File: config.mk
export PLATFORM = sky130hd
export DESIGN_NAME = adc_thresh_cmp
export DESIGN_NICKNAME = d
export VERILOG_FILES = /design/src/rtl/adcthr_pkg.sv /design/src/rtl/adcthr_qualify.sv /design/src/rtl/adcthr_unit.sv /design/src/rtl/adc_thresh_cmp.sv
export SDC_FILE = /design/constraint.sdc
export NUM_CORES = 1
export LEC_CHECK = 0
export BUFFER_PORTS_ARGS = -buffer_cell sky130_fd_sc_hd__buf_2
export CORE_MARGIN = 4
export CORE_UTILIZATION = 57
export DETAILED_ROUTE_END_ITERATION = 16
export GPL_ROUTABILITY_DRIVEN = 0
export PLACE_DENSITY = 0.89
export SLEW_MARGIN = 20
export SYNTH_ARGS = -nofsm -noshare
export SYNTH_HDL_FRONTEND = slang
export SYNTH_SLANG_ARGS = --single-unit
File: constraint.sdc
create_clock -name clk -period 2.39 [get_ports clk]
set_clock_uncertainty 0.15 [all_clocks]
set_input_delay 0.1195 -clock clk [delete_from_list [all_inputs] [get_ports clk]]
set_output_delay 0.1195 -clock clk [all_outputs]
set_load 0.005 [all_outputs]
File: src/rtl/adcthr_pkg.sv
package adcthr_pkg;
  typedef enum logic {
    COND_BELOW       = 1'b0,
    COND_AT_OR_ABOVE = 1'b1
  } cond_e;

  // Width of one configuration word: enable, condition, run length, source, threshold
  function automatic int cfg_width(int cnt_w, int src_w, int data_w);
    return 2 + cnt_w + src_w + data_w;
  endfunction
endpackage

File: src/rtl/adcthr_qualify.sv
module adcthr_qualify
  import adcthr_pkg::*;
#(
  parameter int CHAN_W = 4,
  parameter int SRC_W  = 3,
  parameter int DATA_W = 12
) (
  input  logic              enable,
  input  logic              valid,
  input  logic [CHAN_W-1:0] chan,
  input  logic [SRC_W-1:0]  source,
  input  logic [DATA_W-1:0] sample,
  input  logic [DATA_W-1:0] threshold,
  input  cond_e             cond,
  output logic              selected,
  output logic              hit
);
  // Full-width channel compare: indexes above the source range never alias
  assign selected = enable && valid && (chan == CHAN_W'(source));

  always_comb begin
    case (cond)
      COND_BELOW: hit = (sample < threshold);
      default:    hit = (sample >= threshold);
    endcase
  end
endmodule

File: src/rtl/adcthr_unit.sv
module adcthr_unit
  import adcthr_pkg::*;
#(
  parameter int CHAN_W = 4,
  parameter int SRC_W  = 3,
  parameter int DATA_W = 12,
  parameter int CNT_W  = 4,
  localparam int CFG_W = cfg_width(CNT_W, SRC_W, DATA_W)
) (
  input  logic              clk,
  input  logic              rst_n,
  input  logic              cfg_we,
  input  logic [CFG_W-1:0]  cfg_wdata,
  input  logic              res_valid,
  input  logic [CHAN_W-1:0] res_chan,
  input  logic [DATA_W-1:0] res_data,
  input  logic              flag_clr,
  output logic              flag
);
  localparam int LEN_LO = 2;
  localparam int SRC_LO = LEN_LO + CNT_W;
  localparam int THR_LO = SRC_LO + SRC_W;

  logic              en_q;
  cond_e             cond_q;
  logic [CNT_W-1:0]  len_q;
  logic [SRC_W-1:0]  src_q;
  logic [DATA_W-1:0] thr_q;
  logic [CNT_W-1:0]  run_q;
  logic              selected, hit, run_done, fire;

  adcthr_qualify #(.CHAN_W(CHAN_W), .SRC_W(SRC_W), .DATA_W(DATA_W)) u_qual (
    .enable   (en_q),
    .valid    (res_valid),
    .chan     (res_chan),
    .source   (src_q),
    .sample   (res_data),
    .threshold(thr_q),
    .cond     (cond_q),
    .selected (selected),
    .hit      (hit)
  );

  assign run_done = (run_q == len_q);
  assign fire     = !cfg_we && selected && hit && run_done;

  always_ff @(posedge clk) begin
    if (!rst_n) begin
      en_q   <= 1'b0;
      cond_q <= COND_BELOW;
      len_q  <= '0;
      src_q  <= '0;
      thr_q  <= '0;
      run_q  <= '0;
    end else if (cfg_we) begin
      en_q   <= cfg_wdata[0];
      cond_q <= cond_e'(cfg_wdata[1]);
      len_q  <= cfg_wdata[SRC_LO-1:LEN_LO];
      src_q  <= cfg_wdata[THR_LO-1:SRC_LO];
      thr_q  <= cfg_wdata[CFG_W-1:THR_LO];
      run_q  <= '0;
    end else if (selected) begin
      if (!hit || run_done) run_q <= '0;
      else                  run_q <= run_q + 1'b1;
    end
  end

  always_ff @(posedge clk) begin
    if (!rst_n)        flag <= 1'b0;
    else if (fire)     flag <= 1'b1;
    else if (flag_clr) flag <= 1'b0;
  end
endmodule

File: src/rtl/adc_thresh_cmp.sv
module adc_thresh_cmp
  import adcthr_pkg::*;
#(
  parameter int NCMP   = 2,
  parameter int CHAN_W = 4,
  parameter int SRC_W  = 3,
  parameter int DATA_W = 12,
  parameter int CNT_W  = 4,
  localparam int CFG_W = cfg_width(CNT_W, SRC_W, DATA_W)
) (
  input  logic              clk,
  input  logic              rst_n,
  input  logic              res_valid,
  output logic              res_ready,
  input  logic [CHAN_W-1:0] res_chan,
  input  logic [DATA_W-1:0] res_data,
  input  logic [NCMP-1:0]   cfg_we,
  input  logic [CFG_W-1:0]  cfg_wdata,
  input  logic [NCMP-1:0]   flag_clr,
  output logic [NCMP-1:0]   match_flag
);
  // The comparators only observe the stream; they never stall it
  assign res_ready = 1'b1;

  for (genvar g = 0; g < NCMP; g++) begin : g_cmp
    adcthr_unit #(
      .CHAN_W(CHAN_W), .SRC_W(SRC_W), .DATA_W(DATA_W), .CNT_W(CNT_W)
    ) u_unit (
      .clk      (clk),
      .rst_n    (rst_n),
      .cfg_we   (cfg_we[g]),
      .cfg_wdata(cfg_wdata),
      .res_valid(res_valid),
      .res_chan (res_chan),
      .res_data (res_data),
      .flag_clr (flag_clr[g]),
      .flag     (match_flag[g])
    );
  end
endmodule

==> results.json <==
{
  "ys_ff_latch": 52,
  "reg2reg_depth": 8,
  "fillers": 365,
  "numCtsBuffers": 5,
  "grt_util_all_layers": 0.2189,
  "grt_use_met1": 0.2801,
  "die_w_um": 80.22,
  "cp-start-kind": "flop",
  "syn_avg_cell_area_um2": 9.468,
  "finalSetupViolCount": 0,
  "n_antenna_cell": 0,
  "nNetsFinal": 448,
  "critPathMostFrequentCell": "nor2_1",
  "ioPinCount": 47,
  "syn2layout_area_growth_pct": 19.74,
  "whs_path_depth": 2,
  "design_area_mm2": 0.003560,
  "synth_ff_type": "dfxtp_1",
  "num_vias": 2415,
  "die_h_um": 80.22,
  "arrival_ns": 2.07,
  "routed_via_density": 5.379,
  "dpl.hpwl_um": 4718,
  "drt-initial-drc-count": 166,
  "clock_latency_ns": 0.30,
  "path_cells": "inv_1, ha_1, nand4_1, nor2_1, o2bb2ai_1, nand3_1, a32oi_1, nor2_1",
  "remaining_drc_errors": 0,
  "async_flop_share": 0,
  "seq_area_mm2": 0.001041,
  "cts_root_buf": "clkbuf_8",
  "finalCriticalPeriod_ns": 2.029,
  "reg2reg_to": "g_cmp[0].u_unit.run_q[0]",
  "hp-start": "rst_n",
  "ant_nets": 0,
  "row_count": 26,
  "path_class": "flop to flop",
  "end_kind": "flop",
  "tns_ns": 0,
  "critPathMaxStageDelay_ns": 0.34,
  "grt_util_met2": 0.3717,
  "dr.pass1.iters": 4,
  "p_leak_uw": 0.001598,
  "crit_path_top_delay_cell": "dfxtp_1",
  "coreArea_mm2": 0.005075,
  "status": "complete, no violations",
  "vdd_drop_max_mv": 0.3619,
  "die-area_mm2": 0.006435,
  "required_ns": 2.43,
  "antenna_found_initial": 0,
  "min_period_over_period": 0.8489,
  "cts_num_sinks": 52,
  "drv_cap": 0,
  "holdCritPathClass": "input port to flop",
  "netlist.area_leader.share": 0.3502,
  "grt_overflow": 0,
  "multi_input_area_mm2": 0.001765,
  "r2r_slack_ns": 0.36,
  "start_util": 0.5858,
  "clk_pin_slew_ns": 0.09,
  "rsz0062_at_grt": "false",
  "ys_seq_area_frac": 0.3502,
  "cts_tree": "built",
  "cts_setup_buffers": 0,
  "grt_max_degree": 29,
  "gr-usage-met3": 0.04260,
  "finalHoldViolations": 0,
  "drt_wl_total_um": 6474,
  "cts.path.max_buffers": 2,
  "synthTopCellsByArea": "dfxtp_1, mux2i_1, ha_1, nor2b_1, inv_1",
  "slew_viol_final": 0,
  "cp_max_fo": 5,
  "synth_top_area_cell": "dfxtp_1",
  "wl_per_cell_um": 14.42,
  "hold_end": "g_cmp[1].u_unit.len_q[3]",
  "reg2reg_from": "g_cmp[0].u_unit.thr_q[9]",
  "stdcell_count": 449,
  "synth_area_mm2": 0.002973,
  "fmax_mhz": 492.9,
  "synthDistinctLibCells": 41,
  "place_area_mm2": 0.003239,
  "syn_nets": 384,
  "grt.busiest_layer": "met2",
  "dp.cells": 418,
  "power-per-cell-area_mw_per_mm2": 505.7,
  "grt_pass1_wl_um": 11210,
  "cts_resized": 0,
  "first_global_vias": 2425,
  "port_buffers": 45,
  "ys_warn_count": 0,
  "drive_gt1_frac": 0.1689,
  "synth_edf_count": 0,
  "cts_max_level": 2,
  "synthCells": 314
}
critical path, delay by kind of cell (launching register included):
| family | cells | cell delay [ns] |
|---|---|---|
| compound gates | 2 | 0.51 |
| buf+inv | 1 | 0.05 |
| flops | 1 | 0.34 |
| simple gates | 4 | 0.58 |
| fa+ha+maj | 1 | 0.29 |
timing repair:
item	CTS	global route
endpoints found under the hold margin	40	0
hold buffers	23	0
setup endpoints to repair	0	0
worst max-delay path by stage:
stage	cells after the start	start	end	slack (ns)
after global placement	8	g_cmp[0].u_unit.thr_q[1]	g_cmp[0].u_unit.run_q[0]	0.53
after global routing	8	g_cmp[0].u_unit.thr_q[10]	g_cmp[0].u_unit.run_q[1]	0.26
after CTS	8	g_cmp[0].u_unit.thr_q[9]	g_cmp[0].u_unit.run_q[0]	0.42
final	8	g_cmp[0].u_unit.thr_q[9]	g_cmp[0].u_unit.run_q[0]	0.36
after floorplan	8	g_cmp[0].u_unit.thr_q[1]	g_cmp[0].u_unit.run_q[0]	0.69
after detailed placement	8	g_cmp[0].u_unit.thr_q[1]	g_cmp[0].u_unit.run_q[0]	0.48
registers in the layout, summed over array words and instances, names as in the netlist:
signal,flops
g_cmp.u_unit.run_q,8
g_cmp.u_unit.en_q,2
g_cmp.u_unit.src_q,6
g_cmp.u_unit.cond_q,2
g_cmp.u_unit.thr_q,24
g_cmp.u_unit.len_q,8
g_cmp.u_unit.flag,2
cell families after synthesis:
family / share of synthesized area
buffers and inverters: 0.05597
XOR/XNOR: 0.04125
flip-flops: 0.3502
AO/OA/AOI/OAI: 0.07028
adder cells (fa/ha/maj): 0.1094
multiplexers: 0.1414
other: 0.001261
AND/OR/NAND/NOR: 0.2302
where the power goes:
group,switching (uW),internal [uW]
clock,275,237
combinational,178,178
sequential,24.8,908
per-stage QoR:
step	hold slack [ns]	worst slack [ns]	util	power (uW)
floorplan	0.1376	0.6859	-	1174
global placement	0.2200	0.5286	0.6383	1260
detailed placement	0.2271	0.4788	0.6383	1276
CTS	0.1262	0.4224	0.7014	1811
global route	0.1546	0.2608	0.7014	1892
finish	0.1374	0.3611	0.7014	1800
cell type report:
| cell class | instances | area share |
|---|---|---|
| multi-input cells | 222 | 0.4960 |
| flip-flops and latches | 52 | 0.2924 |
| repair buffers | 71 | 0.1343 |
| inverters | 26 | 0.02742 |
| clock buffers | 8 | 0.02531 |
| well taps | 70 | 0.02460 |
synth_stat cells, drive strengths merged, types with 8 or more instances:
cell type,instances
a21oi,11
buf,8
dfxtp,52
ha,26
inv,26
mux2i,42
nand2,13
nand3,9
nand4,11
nor2,8
nor2b,48
xor2,8
placed cells by master (no fill, tap or decap), types with 2 or more instances in the layout:
cell and n:
nand4_1 10, nand3b_1 2, mux2i_1 42, a31o_2 2, nand3_1 9, ha_1 26, buf_4 3, xnor2_1 6
buf_2 45, o31ai_1 2, o21ai_1 5, and3b_1 2, clkbuf_8 6, o2bb2ai_1 2, dlygate4sd3_1 23, dfxtp_1 52
nor2_1 7, clkbuf_1 2, a21oi_1 11, xor2_1 8, inv_1 26, nor4b_1 2, nand2_1 13, nor2b_1 48
nor4_4 2, a211oi_1 2, nand2b_1 2, o211ai_1 5
per-layer routing:
layer	part of all wire	wire, um	vias up
met2	0.48	3129	84
met3	0.071	457	10
li1	-	-	1209
met5	0	0	-
met1	0.43	2802	1112
met4	0.013	85	0
Note: power is estimated with default switching activity, not from simulation.
